$ cat config.mk
export PLATFORM = sky130hd
export DESIGN_NAME = can_phy_ctrl
export DESIGN_NICKNAME = d
export VERILOG_FILES = /design/src/rtl/can_phy_pkg.sv /design/src/rtl/can_phy_sync.sv /design/src/rtl/can_phy_dto.sv /design/src/rtl/can_phy_uvlo.sv /design/src/rtl/can_phy_ctrl.sv
export SDC_FILE = /design/constraint.sdc
export NUM_CORES = 1
export LEC_CHECK = 0
export BUFFER_PORTS_ARGS = -buffer_cell sky130_fd_sc_hd__buf_2
export CAP_MARGIN = 30
export CORE_ASPECT_RATIO = 0.5
export CORE_MARGIN = 2
export CORE_UTILIZATION = 35
export DETAILED_ROUTE_END_ITERATION = 6
export GPL_TIMING_DRIVEN = 1
export PLACE_DENSITY_LB_ADDON = 0.08
export SYNTH_ARGS = -nofsm -noshare
export SYNTH_HDL_FRONTEND = slang
export SYNTH_SLANG_ARGS = --single-unit
$ cat constraint.sdc
create_clock -name clk_i -period 1.9 [get_ports clk_i]
set_clock_uncertainty 0.05 [all_clocks]
set_input_delay 0.475 -clock clk_i [delete_from_list [all_inputs] [get_ports clk_i]]
set_output_delay 0.475 -clock clk_i [all_outputs]
set_load 0.05 [all_outputs]
$ cat src/rtl/can_phy_pkg.sv
package can_phy_pkg;
  typedef enum logic [1:0] {
    SUP_OFF  = 2'd0,
    SUP_WAIT = 2'd1,
    SUP_RUN  = 2'd2
  } sup_state_e;
endpackage

$ cat src/rtl/can_phy_sync.sv
module can_phy_sync #(
  parameter int unsigned    WIDTH   = 2,
  parameter int unsigned    STAGES  = 2,
  parameter logic [WIDTH-1:0] RST_VAL = '0
) (
  input  logic             clk_i,
  input  logic             rst_ni,
  input  logic [WIDTH-1:0] d_i,
  output logic [WIDTH-1:0] q_o
);
  logic [WIDTH-1:0] stg_q [STAGES];

  for (genvar s = 0; s < STAGES; s++) begin : g_stg
    if (s == 0) begin : g_first
      always_ff @(posedge clk_i or negedge rst_ni)
        if (!rst_ni) stg_q[s] <= RST_VAL;
        else         stg_q[s] <= d_i;
    end else begin : g_next
      always_ff @(posedge clk_i or negedge rst_ni)
        if (!rst_ni) stg_q[s] <= RST_VAL;
        else         stg_q[s] <= stg_q[s-1];
    end
  end

  assign q_o = stg_q[STAGES-1];
endmodule

$ cat src/rtl/can_phy_dto.sv
module can_phy_dto #(
  parameter int unsigned TIMEOUT = 64
) (
  input  logic clk_i,
  input  logic rst_ni,
  input  logic txd_i,
  output logic dto_o
);
  if (TIMEOUT == 0) begin : g_off
    assign dto_o = 1'b0;
  end else begin : g_on
    localparam int unsigned CW = $clog2(TIMEOUT + 1);
    localparam logic [CW-1:0] LAST = CW'(TIMEOUT - 1);
    logic [CW-1:0] cnt_q;
    logic          hit_q;

    // counts consecutive dominant cycles; only recessive clears
    always_ff @(posedge clk_i or negedge rst_ni) begin
      if (!rst_ni) begin
        cnt_q <= '0;
        hit_q <= 1'b0;
      end else if (txd_i) begin
        cnt_q <= '0;
        hit_q <= 1'b0;
      end else if (!hit_q) begin
        cnt_q <= cnt_q + 1'b1;
        hit_q <= (cnt_q == LAST);
      end
    end

    assign dto_o = hit_q;
  end
endmodule

$ cat src/rtl/can_phy_uvlo.sv
module can_phy_uvlo
  import can_phy_pkg::*;
#(
  parameter int unsigned RESTART = 20
) (
  input  logic clk_i,
  input  logic rst_ni,
  input  logic core_ok_i,
  input  logic io_ok_i,
  output logic run_o
);
  localparam int unsigned CW = (RESTART > 1) ? $clog2(RESTART) : 1;
  localparam int unsigned LASTI = (RESTART > 0) ? RESTART - 1 : 0;
  localparam logic [CW-1:0] LAST = CW'(LASTI);

  sup_state_e    st_q;
  logic [CW-1:0] cnt_q;

  always_ff @(posedge clk_i or negedge rst_ni) begin
    if (!rst_ni) begin
      st_q  <= SUP_OFF;
      cnt_q <= '0;
    end else if (!(core_ok_i && io_ok_i)) begin
      st_q  <= SUP_OFF;
      cnt_q <= '0;
    end else begin
      unique case (st_q)
        SUP_OFF: begin
          st_q  <= (RESTART == 0) ? SUP_RUN : SUP_WAIT;
          cnt_q <= '0;
        end
        SUP_WAIT: begin
          if (cnt_q == LAST) st_q <= SUP_RUN;
          else               cnt_q <= cnt_q + 1'b1;
        end
        default: st_q <= SUP_RUN;
      endcase
    end
  end

  assign run_o = (st_q == SUP_RUN);
endmodule

$ cat src/rtl/can_phy_ctrl.sv
module can_phy_ctrl #(
  parameter int unsigned DTO_CYCLES     = 64,
  parameter int unsigned RESTART_CYCLES = 20,
  parameter int unsigned SYNC_STAGES    = 2
) (
  input  logic clk_i,
  input  logic rst_ni,
  input  logic txd_i,
  input  logic mode_i,
  input  logic therm_fault_i,
  input  logic core_ok_i,
  input  logic io_ok_i,
  input  logic bus_dom_i,
  output logic drv_en_o,
  output logic drv_dom_o,
  output logic rxd_o,
  output logic rxd_hiz_o,
  output logic dto_o,
  output logic tsd_o,
  output logic uvlo_o
);
  logic [1:0] sync_q;
  logic txd_s, mode_s, dto, run;
  logic dto_q, tsd_q, uvlo_q;

  // bit0 = txd (reset recessive), bit1 = mode (reset normal)
  can_phy_sync #(.WIDTH(2), .STAGES(SYNC_STAGES), .RST_VAL(2'b01)) u_sync (
    .clk_i(clk_i), .rst_ni(rst_ni), .d_i({mode_i, txd_i}), .q_o(sync_q)
  );
  assign txd_s  = sync_q[0];
  assign mode_s = sync_q[1];

  can_phy_dto #(.TIMEOUT(DTO_CYCLES)) u_dto (
    .clk_i(clk_i), .rst_ni(rst_ni), .txd_i(txd_s), .dto_o(dto)
  );

  can_phy_uvlo #(.RESTART(RESTART_CYCLES)) u_uvlo (
    .clk_i(clk_i), .rst_ni(rst_ni), .core_ok_i(core_ok_i), .io_ok_i(io_ok_i),
    .run_o(run)
  );

  assign drv_en_o  = run && !mode_s && !dto && !therm_fault_i;
  assign drv_dom_o = drv_en_o && !txd_s;
  assign rxd_o     = run ? !bus_dom_i : 1'b1;
  assign rxd_hiz_o = !io_ok_i;

  always_ff @(posedge clk_i or negedge rst_ni) begin
    if (!rst_ni) begin
      dto_q  <= 1'b0;
      tsd_q  <= 1'b0;
      uvlo_q <= 1'b1;
    end else begin
      dto_q  <= dto;
      tsd_q  <= therm_fault_i;
      uvlo_q <= !run;
    end
  end

  assign dto_o  = dto_q;
  assign tsd_o  = tsd_q;
  assign uvlo_o = uvlo_q;
endmodule

==> reports/results.md <==
| Result | Value | Unit |
|---|---|---|
| Arrival time at the worst endpoint | 1.30 | ns |
| Commonest non-fill, non-tap cell in the layout | sky130_fd_sc_hd__dfrtp_1 | - |
| Area of the mapped netlist | 959.7 | um2 |
| Area growth, synth to finish | 21.90 | % |
| Vias | 698 | - |
| Final cell count without fillers | 140 | - |
| Proportion of synthesized flip-flops having asynchronous set or reset | 1.000 | - |
| Grt total ovfl | 0 | - |
| Register area share after synthesis | 0.5776 | - |
| Transition at the pin with the smallest max-transition slack | 0.4923 | ns |
| Register bit count reported by yosys | 22 | - |
| Global-route wire length before repair | 2870 | um |
| Critical path class | reg2out | - |
| Startpoint Class | flip-flop | - |
| Root Driver | sky130_fd_sc_hd__clkbuf_8 | - |
| Antenna fix cells | 0 | - |
| Post-CTS Hold Buffers | 0 | - |
| DR vias/cell | 4.986 | - |
| Cell total after placement | 136 | - |
| Port Buffers | 14 | - |
| Final critical-path setup slack | 0.07451 | ns |
| Data required, critical path | 1.37 | ns |
| Leakage power | 0.4979 | nW |
| Run status | complete, no violations | - |
| Sort of element at the end of the critical path | output port | - |
| Detailed Place HPWL | 1208 | um |
| H-tree levels | 1 | - |
| Dominant register cell in the synthesized netlist | sky130_fd_sc_hd__dfrtp_1 | - |
| Count of endpoints failing setup in the final report | 0 | - |
| Share of layout cells above drive strength 1 | 0.3010 | - |
| Inserted Clock Buffers | 3 | - |
| Power per unit of standard cell area | 753.8 | nW/um2 |
| Number of setup buffers added after CTS | 0 | - |
| Global-route layer with the greatest usage | met2 | - |
| Mean Syn Cell Area | 11.16 | um2 |
| TritonCTS Sinks | 22 | - |
| Final GP Congestion | 0.8026 | - |
| Setup slack after placement | 0.06993 | ns |
| Via count of the first global-routing pass | 641 | - |
| Final slew viol count | 0 | - |
| Starting DRT DRC Count | 29 | - |
| Overall routing resource usage | 0.1229 | - |
| Fraction of the cycle the final worst path needs | 0.9608 | - |
| Achievable frequency | 0.5478 | GHz |
| Reg clk slew, reported paths | 0.08 | ns |
| Initial cell density of the core | 0.3687 | - |
| Count of nets left with antenna violations after detail routing | 0 | - |
| Total routed wirelength | 1720 | um |
| Kind of path behind the tightest hold check | in2async | - |
| WL/cell | 12.29 | um |
| Antenna violations before repair | 0 | - |
| Worst skew pair latency | 0.26 | ns |
| Distinct cell type count of the synthesized netlist | 31 | - |
| Worst slew margin relative to its limit | 0.6718 | - |
| Most frequent cells in the layout | 19 x sky130_fd_sc_hd__dfrtp_1, 13 x sky130_fd_sc_hd__buf_2, 8 x sky130_fd_sc_hd__nor2_1 | - |
| # nets final | 114 | - |
| Maximum number of pins on one net before global-route repair | 23 | - |
| DIE HEIGHT | 41.03 | um |
| Met2 track demand over resource in global routing | 0.2284 | - |
| Highest net fanout along the worst path | 2 | - |
| Max-cap violations | 0 | - |
| Unrepaired setup endpoints after global routing | true | - |
| Synthesis Warnings | 0 | - |
| Peak VDD IR | 0.3284 | mV |
| Core outline area | 2603 | um2 |
| Iteration count of the initial detailed-routing pass | 4 | - |
| Met3 usage in global routing | 0.04626 | - |
| Cells after synthesis | 86 | - |
| CTS tree | built | - |
| Die Outline Area | 3202 | um2 |
| Num rows | 13 | - |
| Clock buffer depth | 2 | - |
| Net count after synthesis | 96 | - |
| Residual DRC count | 0 | - |
| GRT met1 Usage | 0.1396 | - |
| EDFF count, synth | 0 | - |
| Top-level port count | 15 | - |
| Die width | 78.05 | um |
| Final Hold Viols | 0 | - |
| Final min period | 1.825 | ns |
## synth_stat cells (2+ instances only)
library cell,count,share of area
sky130_fd_sc_hd__a31oi_1,5,0.033
sky130_fd_sc_hd__dfstp_2,3,0.082
sky130_fd_sc_hd__nand4b_1,2,0.018
sky130_fd_sc_hd__nand3_1,6,0.031
sky130_fd_sc_hd__nor2b_1,4,0.026
sky130_fd_sc_hd__inv_1,2,0.0078
sky130_fd_sc_hd__clkbuf_1,2,0.0078
sky130_fd_sc_hd__ha_1,2,0.026
sky130_fd_sc_hd__xor2_1,3,0.027
sky130_fd_sc_hd__a21oi_1,3,0.016
sky130_fd_sc_hd__o21ai_0,2,0.010
sky130_fd_sc_hd__nor2_1,8,0.031
sky130_fd_sc_hd__dfrtp_1,19,0.50
sky130_fd_sc_hd__or4_1,2,0.016
sky130_fd_sc_hd__nand2_1,7,0.027
## cell type report
type                    count  area (um2)
clock buffers               4       55.05
multi-input cells          58       407.9
inverters                   2       7.507
repair buffers             17       98.84
well taps                  37       46.29
fillers                   256        1433
flip-flops and latches     22       554.3
## critical path: stages (launching register included)
cell and delay [ns]:
sky130_fd_sc_hd__dfrtp_1 0.38, sky130_fd_sc_hd__nand2b_4 0.16, sky130_fd_sc_hd__nor4_4 0.15, sky130_fd_sc_hd__nor2b_4 0.19, sky130_fd_sc_hd__buf_6 0.16
## flip-flops by register name, summed over array words and instances, names as in the netlist
name	flops
u_dto.g_on.cnt_q	7
tsd_o	1
u_dto.dto_o	1
u_uvlo.st_q	2
u_sync.stg_q	2
dto_o	1
u_sync.q_o	2
u_uvlo.cnt_q	5
uvlo_o	1
## layer usage
layer / wire [um] / share of wire
met5: 0 / 0
met4: 0 / 0
met3: 64 / 0.037
met2: 856 / 0.50
met1: 799 / 0.46
## final timing paths
kind	start	end	slack, ns	cells past startpoint
worst max-delay path	u_uvlo.st_q[0]$_DFFE_PN0P_	drv_dom_o	0.07	4
worst min-delay path	rst_ni	u_uvlo.cnt_q[0]$_DFFE_PN0P_	0.12	1
worst max register to register	u_uvlo.cnt_q[0]$_DFFE_PN0P_	u_uvlo.cnt_q[4]$_DFFE_PN0P_	0.20	4
worst min register to register	u_sync.stg_q[3]$_DFF_PN0_	u_sync.q_o[1]$_DFF_PN0_	0.30	0
max in group asynchronous	rst_ni	u_sync.stg_q[2]$_DFF_PN1_	1.33	1
min in group clk_i	txd_i	u_sync.stg_q[2]$_DFF_PN1_	0.26	1
## power by group
group,internal (W),total [W],switching (W)
registers,0.000482,0.000494,0.0000117
clock network,0.000185,0.000335,0.000150
logic,0.0000200,0.0000535,0.0000335
total,0.000687,0.000882,0.000195
## metrics by stage
stage / total power, W / hold WS [ns] / area, um2 / TNS (ns) / util
after floorplan: 0.0005304 / 0.1294 / 992.2 / -0.2254 / -
after global placement: 0.0005534 / 0.2841 / 1101 / 0 / 0.4231
after detailed placement: 0.0005566 / 0.2864 / 1101 / 0 / 0.4231
after CTS: 0.0008941 / 0.1277 / 1170 / 0 / 0.4495
after global routing: 0.0009200 / 0.1478 / 1170 / -0.01432 / 0.4495
final: 0.0008818 / 0.1156 / 1170 / 0 / 0.4495
## cells by family after synthesis
family          Yosys count  share of synthesized area
buf+inv                   6                    0.02869
simple gates             39                     0.2451
mux                       1                    0.01043
xor+xnor                  4                    0.03651
compound gates           12                    0.07562
flops                    22                     0.5776
fa+ha+maj                 2                    0.02607
## timing repair
action | 4_1_cts | 5_1_grt
endpoints found under the setup margin | 1 | 1
hold endpoints to repair | 0 | 0
gates cloned | 0 | 0
gates resized for setup | 3 | 0
Note: power is estimated with default switching activity, not from simulation.
